--- src/rtl/intr_pkg.sv ---
package intr_pkg;

  // Delivery kinds handled by this unit
  localparam logic [2:0] MODE_FIXED  = 3'd0;
  localparam logic [2:0] MODE_LOWEST = 3'd1;

  // Strobes from control to datapath
  typedef struct packed {
    logic irrSet;    // set request bit of acceptVector
    logic tmrWrite;  // write trigger-mode bit of acceptVector
    logic tmrLevel;  // value written to trigger-mode bit
    logic ackDo;     // move presented vector into service
    logic eoiDo;     // retire highest in-service vector
  } ctrlStrobe_t;

endpackage

--- src/rtl/prio_find.sv ---
module prio_find #(
  parameter int N      = 256,
  parameter int WORD_W = 32
) (
  input  logic [N-1:0]         bits,
  output logic                 found,
  output logic [$clog2(N)-1:0] index
);
  localparam int NW = N / WORD_W;
  localparam int IW = $clog2(WORD_W);
  localparam int SW = $clog2(NW);

  logic [NW-1:0] wordHit;
  logic [IW-1:0] wordIdx [NW];

  // Highest set bit inside each word
  for (genvar w = 0; w < NW; w++) begin : g_word
    always_comb begin
      wordHit[w] = 1'b0;
      wordIdx[w] = '0;
      for (int i = 0; i < WORD_W; i++) begin
        if (bits[w*WORD_W + i]) begin
          wordHit[w] = 1'b1;
          wordIdx[w] = IW'(i);
        end
      end
    end
  end

  // Highest word holding a set bit
  logic [SW-1:0] wordSel;
  always_comb begin
    wordSel = '0;
    for (int w = 0; w < NW; w++) begin
      if (wordHit[w]) wordSel = SW'(w);
    end
  end

  assign found = |wordHit;
  assign index = {wordSel, wordIdx[wordSel]};
endmodule

--- src/rtl/intr_control.sv ---
module intr_control
  import intr_pkg::*;
(
  input  logic        hwEnable,
  input  logic        swEnable,
  input  logic        acceptValid,
  input  logic        acceptLevel,
  input  logic [2:0]  acceptMode,
  input  logic        ackStrobe,
  input  logic        eoiStrobe,
  input  logic        irrHit,      // request bit of acceptVector before the edge
  input  logic        isrFound,    // in-service set non-empty
  input  logic        rawPresent,  // priority test passed
  output ctrlStrobe_t strobe,
  output logic        acceptTaken,
  output logic        intPending
);
  logic unitOn;
  logic modeOk;
  logic acceptOk;
  logic dupLevel;

  assign unitOn   = hwEnable & swEnable;
  assign modeOk   = (acceptMode == MODE_FIXED) || (acceptMode == MODE_LOWEST);
  assign acceptOk = acceptValid & modeOk & unitOn;
  assign dupLevel = irrHit & acceptLevel;

  assign intPending = rawPresent & unitOn;

  always_comb begin
    strobe          = '0;
    strobe.irrSet   = acceptOk & ~dupLevel;
    strobe.tmrWrite = acceptOk & ~dupLevel;
    strobe.tmrLevel = acceptLevel;
    strobe.ackDo    = ackStrobe & intPending;
    strobe.eoiDo    = eoiStrobe & isrFound;
  end

  assign acceptTaken = acceptOk & ~irrHit;
endmodule

--- src/rtl/intr_datapath.sv ---
module intr_datapath
  import intr_pkg::*;
#(
  parameter int NUM_VEC = 256,
  parameter int WORD_W  = 32
) (
  input  logic                       clk,
  input  logic                       rst_n,
  input  ctrlStrobe_t                strobe,
  input  logic [$clog2(NUM_VEC)-1:0] acceptVector,
  input  logic                       tprWrite,
  input  logic [$clog2(NUM_VEC)-1:0] tprData,
  output logic                       irrHit,
  output logic                       isrFound,
  output logic                       rawPresent,
  output logic [$clog2(NUM_VEC)-1:0] presentVector,
  output logic [$clog2(NUM_VEC)-1:0] procPrio,
  output logic                       eoiValid,
  output logic [$clog2(NUM_VEC)-1:0] eoiVector,
  output logic                       eoiLevel
);
  localparam int VW = $clog2(NUM_VEC);
  localparam int CW = VW - 4;   // width of a 16-vector class number

  logic [NUM_VEC-1:0] irr, isr, tmr;
  logic [VW-1:0]      tpr;

  logic          irrFound;
  logic [VW-1:0] irrTop, isrTop, isrEff;

  prio_find #(.N(NUM_VEC), .WORD_W(WORD_W)) u_irrFind (
    .bits(irr), .found(irrFound), .index(irrTop)
  );
  prio_find #(.N(NUM_VEC), .WORD_W(WORD_W)) u_isrFind (
    .bits(isr), .found(isrFound), .index(isrTop)
  );

  // Processor priority
  logic [CW-1:0] tprClass, isrClass;
  assign isrEff   = isrFound ? isrTop : '0;
  assign tprClass = tpr[VW-1:4];
  assign isrClass = isrEff[VW-1:4];
  assign procPrio = (tprClass >= isrClass) ? tpr : {isrClass, 4'h0};

  // Presentation test
  assign rawPresent    = irrFound && ({irrTop[VW-1:4], 4'h0} > procPrio);
  assign presentVector = irrTop;
  assign irrHit        = irr[acceptVector];

  // One-hot masks
  logic [NUM_VEC-1:0] acceptMask, ackMask, eoiMask;
  assign acceptMask = NUM_VEC'(1) << acceptVector;
  assign ackMask    = strobe.ackDo ? (NUM_VEC'(1) << irrTop) : '0;
  assign eoiMask    = strobe.eoiDo ? (NUM_VEC'(1) << isrTop) : '0;

  logic [NUM_VEC-1:0] irrNext, isrNext, tmrNext;
  always_comb begin
    irrNext = irr & ~ackMask;
    if (strobe.irrSet) irrNext = irrNext | acceptMask;

    isrNext = (isr | ackMask) & ~eoiMask;

    tmrNext = tmr & ~eoiMask;
    if (strobe.tmrWrite) begin
      if (strobe.tmrLevel) tmrNext = tmrNext | acceptMask;
      else                 tmrNext = tmrNext & ~acceptMask;
    end
  end

  always_ff @(posedge clk or negedge rst_n) begin
    if (!rst_n) begin
      irr <= '0;
      isr <= '0;
      tmr <= '0;
      tpr <= '0;
    end else begin
      irr <= irrNext;
      isr <= isrNext;
      tmr <= tmrNext;
      if (tprWrite) tpr <= tprData;
    end
  end

  // End-of-interrupt broadcast, one cycle after the strobe
  always_ff @(posedge clk or negedge rst_n) begin
    if (!rst_n) begin
      eoiValid  <= 1'b0;
      eoiVector <= '0;
      eoiLevel  <= 1'b0;
    end else begin
      eoiValid <= strobe.eoiDo;
      if (strobe.eoiDo) begin
        eoiVector <= isrTop;
        eoiLevel  <= tmr[isrTop];
      end
    end
  end
endmodule

--- src/rtl/intr_prio_unit.sv ---
module intr_prio_unit
  import intr_pkg::*;
#(
  parameter int NUM_VEC = 256,
  parameter int WORD_W  = 32
) (
  input  logic       clk,
  input  logic       rst_n,
  input  logic       hwEnable,
  input  logic       swEnable,
  input  logic       acceptValid,
  input  logic [7:0] acceptVector,
  input  logic       acceptLevel,
  input  logic [2:0] acceptMode,
  output logic       acceptTaken,
  input  logic       tprWrite,
  input  logic [7:0] tprData,
  input  logic       ackStrobe,
  input  logic       eoiStrobe,
  output logic       intPending,
  output logic [7:0] intVector,
  output logic [7:0] procPrio,
  output logic       eoiValid,
  output logic [7:0] eoiVector,
  output logic       eoiLevel
);
  ctrlStrobe_t strobe;
  logic irrHit, isrFound, rawPresent;

  intr_control u_ctrl (
    .hwEnable    (hwEnable),
    .swEnable    (swEnable),
    .acceptValid (acceptValid),
    .acceptLevel (acceptLevel),
    .acceptMode  (acceptMode),
    .ackStrobe   (ackStrobe),
    .eoiStrobe   (eoiStrobe),
    .irrHit      (irrHit),
    .isrFound    (isrFound),
    .rawPresent  (rawPresent),
    .strobe      (strobe),
    .acceptTaken (acceptTaken),
    .intPending  (intPending)
  );

  intr_datapath #(.NUM_VEC(NUM_VEC), .WORD_W(WORD_W)) u_dp (
    .clk           (clk),
    .rst_n         (rst_n),
    .strobe        (strobe),
    .acceptVector  (acceptVector),
    .tprWrite      (tprWrite),
    .tprData       (tprData),
    .irrHit        (irrHit),
    .isrFound      (isrFound),
    .rawPresent    (rawPresent),
    .presentVector (intVector),
    .procPrio      (procPrio),
    .eoiValid      (eoiValid),
    .eoiVector     (eoiVector),
    .eoiLevel      (eoiLevel)
  );
endmodule

--- config.mk ---
export PLATFORM = sky130hd
export DESIGN_NAME = intr_prio_unit
export DESIGN_NICKNAME = d
export VERILOG_FILES = /design/src/rtl/intr_pkg.sv /design/src/rtl/prio_find.sv /design/src/rtl/intr_control.sv /design/src/rtl/intr_datapath.sv /design/src/rtl/intr_prio_unit.sv
export SDC_FILE = /design/constraint.sdc
export NUM_CORES = 2
export LEC_CHECK = 0
export BUFFER_PORTS_ARGS = -buffer_cell sky130_fd_sc_hd__buf_2
export CAP_MARGIN = 20
export CELL_PAD_IN_SITES_DETAIL_PLACEMENT = 1
export CELL_PAD_IN_SITES_GLOBAL_PLACEMENT = 2
export CORE_UTILIZATION = 36
export CTS_CLUSTER_SIZE = 14
export DETAILED_ROUTE_END_ITERATION = 8
export PLACE_DENSITY_LB_ADDON = 0.1
export SLEW_MARGIN = 25
export SYNTH_ARGS = -nofsm -noshare
export SYNTH_HDL_FRONTEND = slang
export SYNTH_SLANG_ARGS = --single-unit
--- constraint.sdc ---
create_clock -name clk -period 6.3 [get_ports clk]
set_clock_uncertainty 0.05 [all_clocks]
set_input_delay 0.315 -clock clk [delete_from_list [all_inputs] [get_ports clk]]
set_output_delay 0.315 -clock clk [all_outputs]
set_load 0.1 [all_outputs]
Word-level counts from Yosys, hierarchy flattened
Cells that the tools add are included.

storage, ports and cells
  bits in registers = 786
  output and inout port bits = 28

operators by class
  mux-type cells = 1039
  $lt $le $gt $ge = 6
  reduce and logical (&&, ||, !) cells = 5
  bitwise gates (word level) = 23
  shifts and indexed selects = 3
  eq/ne operators = 1

operators with widths
  cell                                                         number
  two-way mux 5 bit                                            484
  two-way mux 256 bit                                          5
  AND 256 bit                                                  4
  NOT 256 bit                                                  3
  bitwise OR 256 bit                                           3
  left shift 1 x 8 -> 256 bit (first input constant)           3
  two-way mux 1 bit                                            532
  two-way mux 3 bit                                            12
  binary-select mux 5 bit (select 3 bit)                       2
  less-than comparator 8 x 9 -> 1 bit (second input constant)  2
  binary-select mux 1 bit (select 8 bit)                       2
  two-way mux 8 bit                                            2
  OR reduction 8 bit                                           2
  AND 1 bit                                                    9
  greater-or-equal comparator 4 bit (second input constant)    2
  > comparator 8 bit                                           1
  NOT 3 -> 4 bit                                               2
  greater-or-equal comparator 4 bit                            1
  == test 3 x 1 -> 1 bit (second input constant)               1
  zero test 3 bit                                              1
  NOT 1 bit                                                    2
  logical AND 1 bit                                            1
  logical OR 1 bit                                             1

Logic depth before layout (Yosys ltp)
  depth after elaboration = 55
  gate-level depth with buffers = 35
  depth with buffers taken out = 28

By module
From an unflattened synthesis, not the netlist that was laid out.

second synthesis, totals
  cells, all modules = 4770
  area, all modules = 42987.5 um2

modules (own cells, without submodules)
  module         times used  area each (um2)  cells each
  intr_datapath  1           36960.4          3686
  prio_find      2           2976.6           537
  intr_control   1           73.8             10

Worst setup path before layout
Ideal clock, no wire load.

  path kind = reg2reg
  start point = reg u_dp.isr[104]
  end point = reg u_dp.irr[219]
  path buffers = 5
  arrival = 8645 ps
  data required time = 6132 ps
  setup time = 118 ps
  path slack = -2513 ps
  stages on the path, launching flop included = 28
  path through = dfrtp_1 or4_1 or4_4 nor4_4 a211o_2 nand2_4 buf_2 a21oi_1 o221a_2 clkbuf_1 inv_1 buf_2 ha_1 nand2b_1 a21o_1 a21o_1 a21oi_1 clkbuf_1 nor2b_1 nor4_1 a21oi_1 and2_0 nor3b_1 nand2_1 nor2_1 buf_2 nand2_1 a21o_1

between the ends
  word-level cells in the longest chain between the ends = 45
  elaborated cells on any way between the ends = 70
  those cells by class = order compare (2); mux (60); bitwise (6); reduce/logical (2)

RTL lines
  item                                                  line                  text
  start: declaration                                    intr_datapath.sv:25   logic [NUM_VEC-1:0] irr, isr, tmr;
  start signal: assignment                              intr_datapath.sv:78   isr <= isrNext;
  two-way mux 1 bit (24 in a row)                       prio_find.sv:22       if (bits[w*WORD_W + i]) begin
  two-way mux 3 bit (5 in a row)                        prio_find.sv:35       if (wordHit[w]) wordSel = SW'(w);
  NOT 3 -> 4 bit (implied by the code)                  prio_find.sv:40       assign index = {wordSel, wordIdx[wordSel]};
  binary-select mux 5 bit (select 3 bit)                prio_find.sv:40
  two-way mux 5 bit (implied by the code) (2 in a row)  prio_find.sv:40
  two-way mux 8 bit *                                   intr_datapath.sv:40   assign isrEff = isrFound ? isrTop : '0;
  greater-or-equal comparator 4 bit *                   intr_datapath.sv:43   assign procPrio = (tprClass >= isrClass) ? tpr : {isrClass, 4'h0};
  two-way mux 8 bit *                                   intr_datapath.sv:43
  via procPrio[2]                                       intr_prio_unit.sv:22  output logic [7:0] procPrio,
  (+3 left out)                                         n/a
  via intPending                                        intr_prio_unit.sv:20  output logic intPending,
  AND 1 bit *                                           intr_control.sv:35    strobe.ackDo = ackStrobe & intPending;
  two-way mux 256 bit *                                 intr_datapath.sv:53   assign ackMask = strobe.ackDo ? (NUM_VEC'(1) << irrTop) : '0;
  NOT 256 bit *                                         intr_datapath.sv:58   irrNext = irr & ~ackMask;
  AND 256 bit *                                         intr_datapath.sv:58
  bitwise OR 256 bit                                    intr_datapath.sv:59   if (strobe.irrSet) irrNext = irrNext | acceptMask;
  two-way mux 256 bit *                                 intr_datapath.sv:59
  via u_dp.irrNext[219]                                 intr_datapath.sv:56   logic [NUM_VEC-1:0] irrNext, isrNext, tmrNext;
  end signal: assignment                                intr_datapath.sv:77   irr <= irrNext;
  end: declaration                                      intr_datapath.sv:25

Mark *: on every way through the listed nets, which the timed path passes. The rest lies on a longest branch. The select of a mux whose other input is x is not followed.
A chain may end at the register's enable or synchronous reset.

Final worst setup path
  start point = reg u_dp.isr[103]
  end point = reg u_dp.irr[90]

between the ends
  word-level cells in the longest chain between the ends = 46
  elaborated cells on any way between the ends = 72
  those cells by class = order compare (2); mux (62); bitwise (6); reduce/logical (2)

RTL lines
  item                                                  line                 text
  two-way mux 1 bit (25 in a row)                       prio_find.sv:22
  two-way mux 3 bit (5 in a row)                        prio_find.sv:35
  NOT 3 -> 4 bit (implied by the code)                  prio_find.sv:40
  binary-select mux 5 bit (select 3 bit)                prio_find.sv:40
  two-way mux 5 bit (implied by the code) (2 in a row)  prio_find.sv:40
  two-way mux 8 bit *                                   intr_datapath.sv:40
  greater-or-equal comparator 4 bit                     intr_datapath.sv:43
  two-way mux 8 bit *                                   intr_datapath.sv:43
  (+2 left out)                                         n/a
  AND 1 bit *                                           intr_control.sv:28   assign intPending = rawPresent & unitOn;
  AND 1 bit *                                           intr_control.sv:35
  two-way mux 256 bit *                                 intr_datapath.sv:53
  NOT 256 bit *                                         intr_datapath.sv:58
  AND 256 bit *                                         intr_datapath.sv:58
  bitwise OR 256 bit                                    intr_datapath.sv:59
  two-way mux 256 bit *                                 intr_datapath.sv:59
  via u_dp.irrNext[90]                                  intr_datapath.sv:56

Marks and branches as above.

==> results.md <==
- Row cnt: 126
- Clock-pin slew on the worst setup and hold paths: 0.06 ns
- CTS Buf Count: 95
- Arrival time worst endpoint: 6.99 ns
- Vias per std cell: 6.345
- Setup CP Type: reg -> reg
- Setup TNS: -8.627 ns
- Avg Inst Size Synth: 8.713 um2
- DR WL/cell: 34.47 um
- DR WL met3: 22.70 mm
- Layout cells sized above 1: 0.2359
- Ys Warns: 0
- Power Dens Cells: 478.3 nW/um2
- Synth Cell Area: 42880 um2
- CTS Sinks: 786
- Failing checks: setup timing
- Pre-CTS setup slack: -0.6445 ns
- DR vias: 44.42k
- Top sig layer: met5
- Sequential area share after synthesis: 0.4587
- Gate Count Post-Synth: 4921
- Most used cell along the critical path: a21o_1
- LEAKAGE: 25.23 nW
- Nets@finish: 5418
- Clk_lat worst skew: 0.71 ns
- Status: finished with violations
- # H-tree levels: 3
- Die Area: 120500 um2
- Final hold slack: 0.03219 ns
- Port bufs: 54
- Met1 WL: 101.5 mm
- Post-layout min period: 6.455 ns
- Unique masters post-synth: 105
- Area growth syn-to-layout: 29.12%
- First-pass iteration count of the detailed router: 8
- Final WS setup: -0.1549 ns
- Crit-path max cell delay: 0.58 ns
- Met2 wire len: 103.5 mm
- Core ar.: 118100 um2
- Min-Delay Path Class: in -> async
- VDD IR max: 0.4023 mV
- Critical path required time: 6.84 ns
- Crit Path Max Fanout: 6
- Element type at the critical path start: register
- Max-cap violations: 0
- Most frequent cell after synthesis: nand2_1
- RSZ-0062 raised after global routing: yes
- Seq cells post-synth: 786
- Max Clock Freq: 0.1549 GHz
- Die Width: 347.1 um
- Final worst-path cycle share: 1.025
- First-pass GRT wire length: 334.4 mm
- Number of enable flip-flop cells after synthesis: 0
- Initial DRC Count: 5470
- Vias in the first global route: 43.70k
- Root Driver: clkbuf_16
- Routed WL: 241.3 mm
- Largest net degree at the start of global routing: 158
- Final setup violating endpoints: 209
- Final HPWL DP: 168.9 mm
- Final hold vios: 0
- Drt drc: 0
- Max Root-Sink Buffers: 3
- Rel. slew slack: 0.2176
- TritonCTS clock tree: yes
- Grt ovf: 0
- Crit-path slowest cell: or4_4
- Synth async-reset ratio: 1.000
- Synth top area cells: dfrtp_1 (46%), nand2_1 (7.8%), a21oi_1 (6.3%)
- Detail Route Antenna Nets: 0
- Total GRT Usage: 0.3876
- Critical path endpoint category: register
- Pins over their slew limit: 0
- Post-synth net total: 4957
- Share of the synthesized area in the top cell type: 0.4587
- Slew @ Worst Pin: 1.165 ns
- Most instantiated cells after synthesis: nand2_1 (892), dfrtp_1 (786), a21oi_1 (540)
- Routability cong.: 0.9987
- I/O pins: 56
- Final Power: 26.48 mW
- Cell taking the most area after synthesis: dfrtp_1
- Top_reg_cell synth: dfrtp_1
- Initial antenna violation count: 15
- Starting Density: 0.3631
- Die H: 347.1 um
through the flow:
stage          instance area, um2  instances    util
4_1_cts                     53070       6940  0.4494
3_3_place_gp                49370       6735  0.4181
3_5_place_dp                49380       6735  0.4182
6_report                    55360       7001  0.4689
2_1_floorplan               43300       4921       -
5_1_grt                     55350       6996  0.4688
worst max-delay path, delay by kind of cell, from the launching register on:
family / cells / cell delay, ns
AND/OR/NAND/NOR: 12 / 2.92
AO/OA/AOI/OAI: 12 / 2.06
adder cells (fa/ha/maj): 2 / 0.47
buffers and inverters: 3 / 0.43
flip-flops: 1 / 0.41
cell families after synthesis:
family / count (synthesis) / share of synthesized area
mux: 177 / 0.06723
simple gates: 1859 / 0.1902
fa+ha+maj: 8 / 0.002335
flops: 786 / 0.4587
buf+inv: 416 / 0.03998
compound gates: 1675 / 0.2415
flip-flops by register name (all words and copies together), names as in the netlist:
name,cells
u_dp.irr,256
u_dp.isr,256
u_dp.tmr,256
u_dp.eoiVector,8
u_dp.tpr,8
u_dp.eoiLevel,1
u_dp.eoiValid,1
cell type report:
cell class | instances | area [um2]
clock inverter | 43 | 450.4
tap | 1536 | 1922
antenna | 5 | 12.51
fill | 13330 | 62720
inverter | 114 | 437.9
timing repair buffer | 666 | 6862
clock buffer | 132 | 2790
multi-input combinational | 3719 | 23220
sequential | 786 | 19670
layer usage:
layer / GRT usage / up-vias
met2: 0.5726 / 2139
met3: 0.07720 / 579
met1: 0.5416 / 22990
li1: - / 18700
met5: 0 / -
met4: 0.1855 / 10
repair_timing:
action	in CTS	in global routing
pin swaps	12	130
endpoints found under the hold margin	99	0
buffers inserted	10	37
hold buffers	19	0
gates resized for setup	33	351
gates cloned	1	21
setup endpoints to repair	351	509
placed cells by master (no fill, tap or decap), types with 31 or more instances in the layout:
| cell | netlist | final |
|---|---|---|
| a211oi_1 | 40 | 39 |
| a21o_1 | 229 | 228 |
| a21oi_1 | 540 | 446 |
| a21oi_2 | 1 | 75 |
| buf_12 | 1 | 109 |
| buf_2 | 49 | 45 |
| buf_4 | 10 | 435 |
| clkbuf_16 | 0 | 117 |
| dfrtp_1 | 786 | 786 |
| inv_1 | 109 | 108 |
| mux2i_1 | 72 | 72 |
| mux4_2 | 87 | 87 |
| nand2_1 | 892 | 790 |
| nand2_2 | 2 | 66 |
| nand2_4 | 1 | 35 |
| nand3_1 | 55 | 50 |
| nand4_1 | 31 | 31 |
| nor2_1 | 512 | 475 |
| nor3_1 | 71 | 63 |
| nor4_1 | 116 | 104 |
| o21ai_0 | 461 | 457 |
| o221ai_1 | 33 | 33 |
| o31ai_1 | 80 | 80 |
where the power goes:
group,internal (mW),switching (mW)
Sequential,5.15,0.106
Clock,3.41,2.46
Combinational,4.82,10.5
final timing paths:
kind                              startpoint                end  slack, ns  cells past startpoint
min in group clk                 acceptLevel      u_dp.tmr[231]       0.17                      3
max in group asynchronous              rst_n      u_dp.isr[153]       4.38                      4
max reg2reg                    u_dp.isr[103]       u_dp.irr[90]      -0.15                     29
min reg2reg                u_dp.eoiVector[2]  u_dp.eoiVector[2]       0.45                      1
min                                    rst_n      u_dp.irr[213]       0.03                      2
max                            u_dp.isr[103]       u_dp.irr[90]      -0.15                     29
Power figures use the tool's default switching activity.
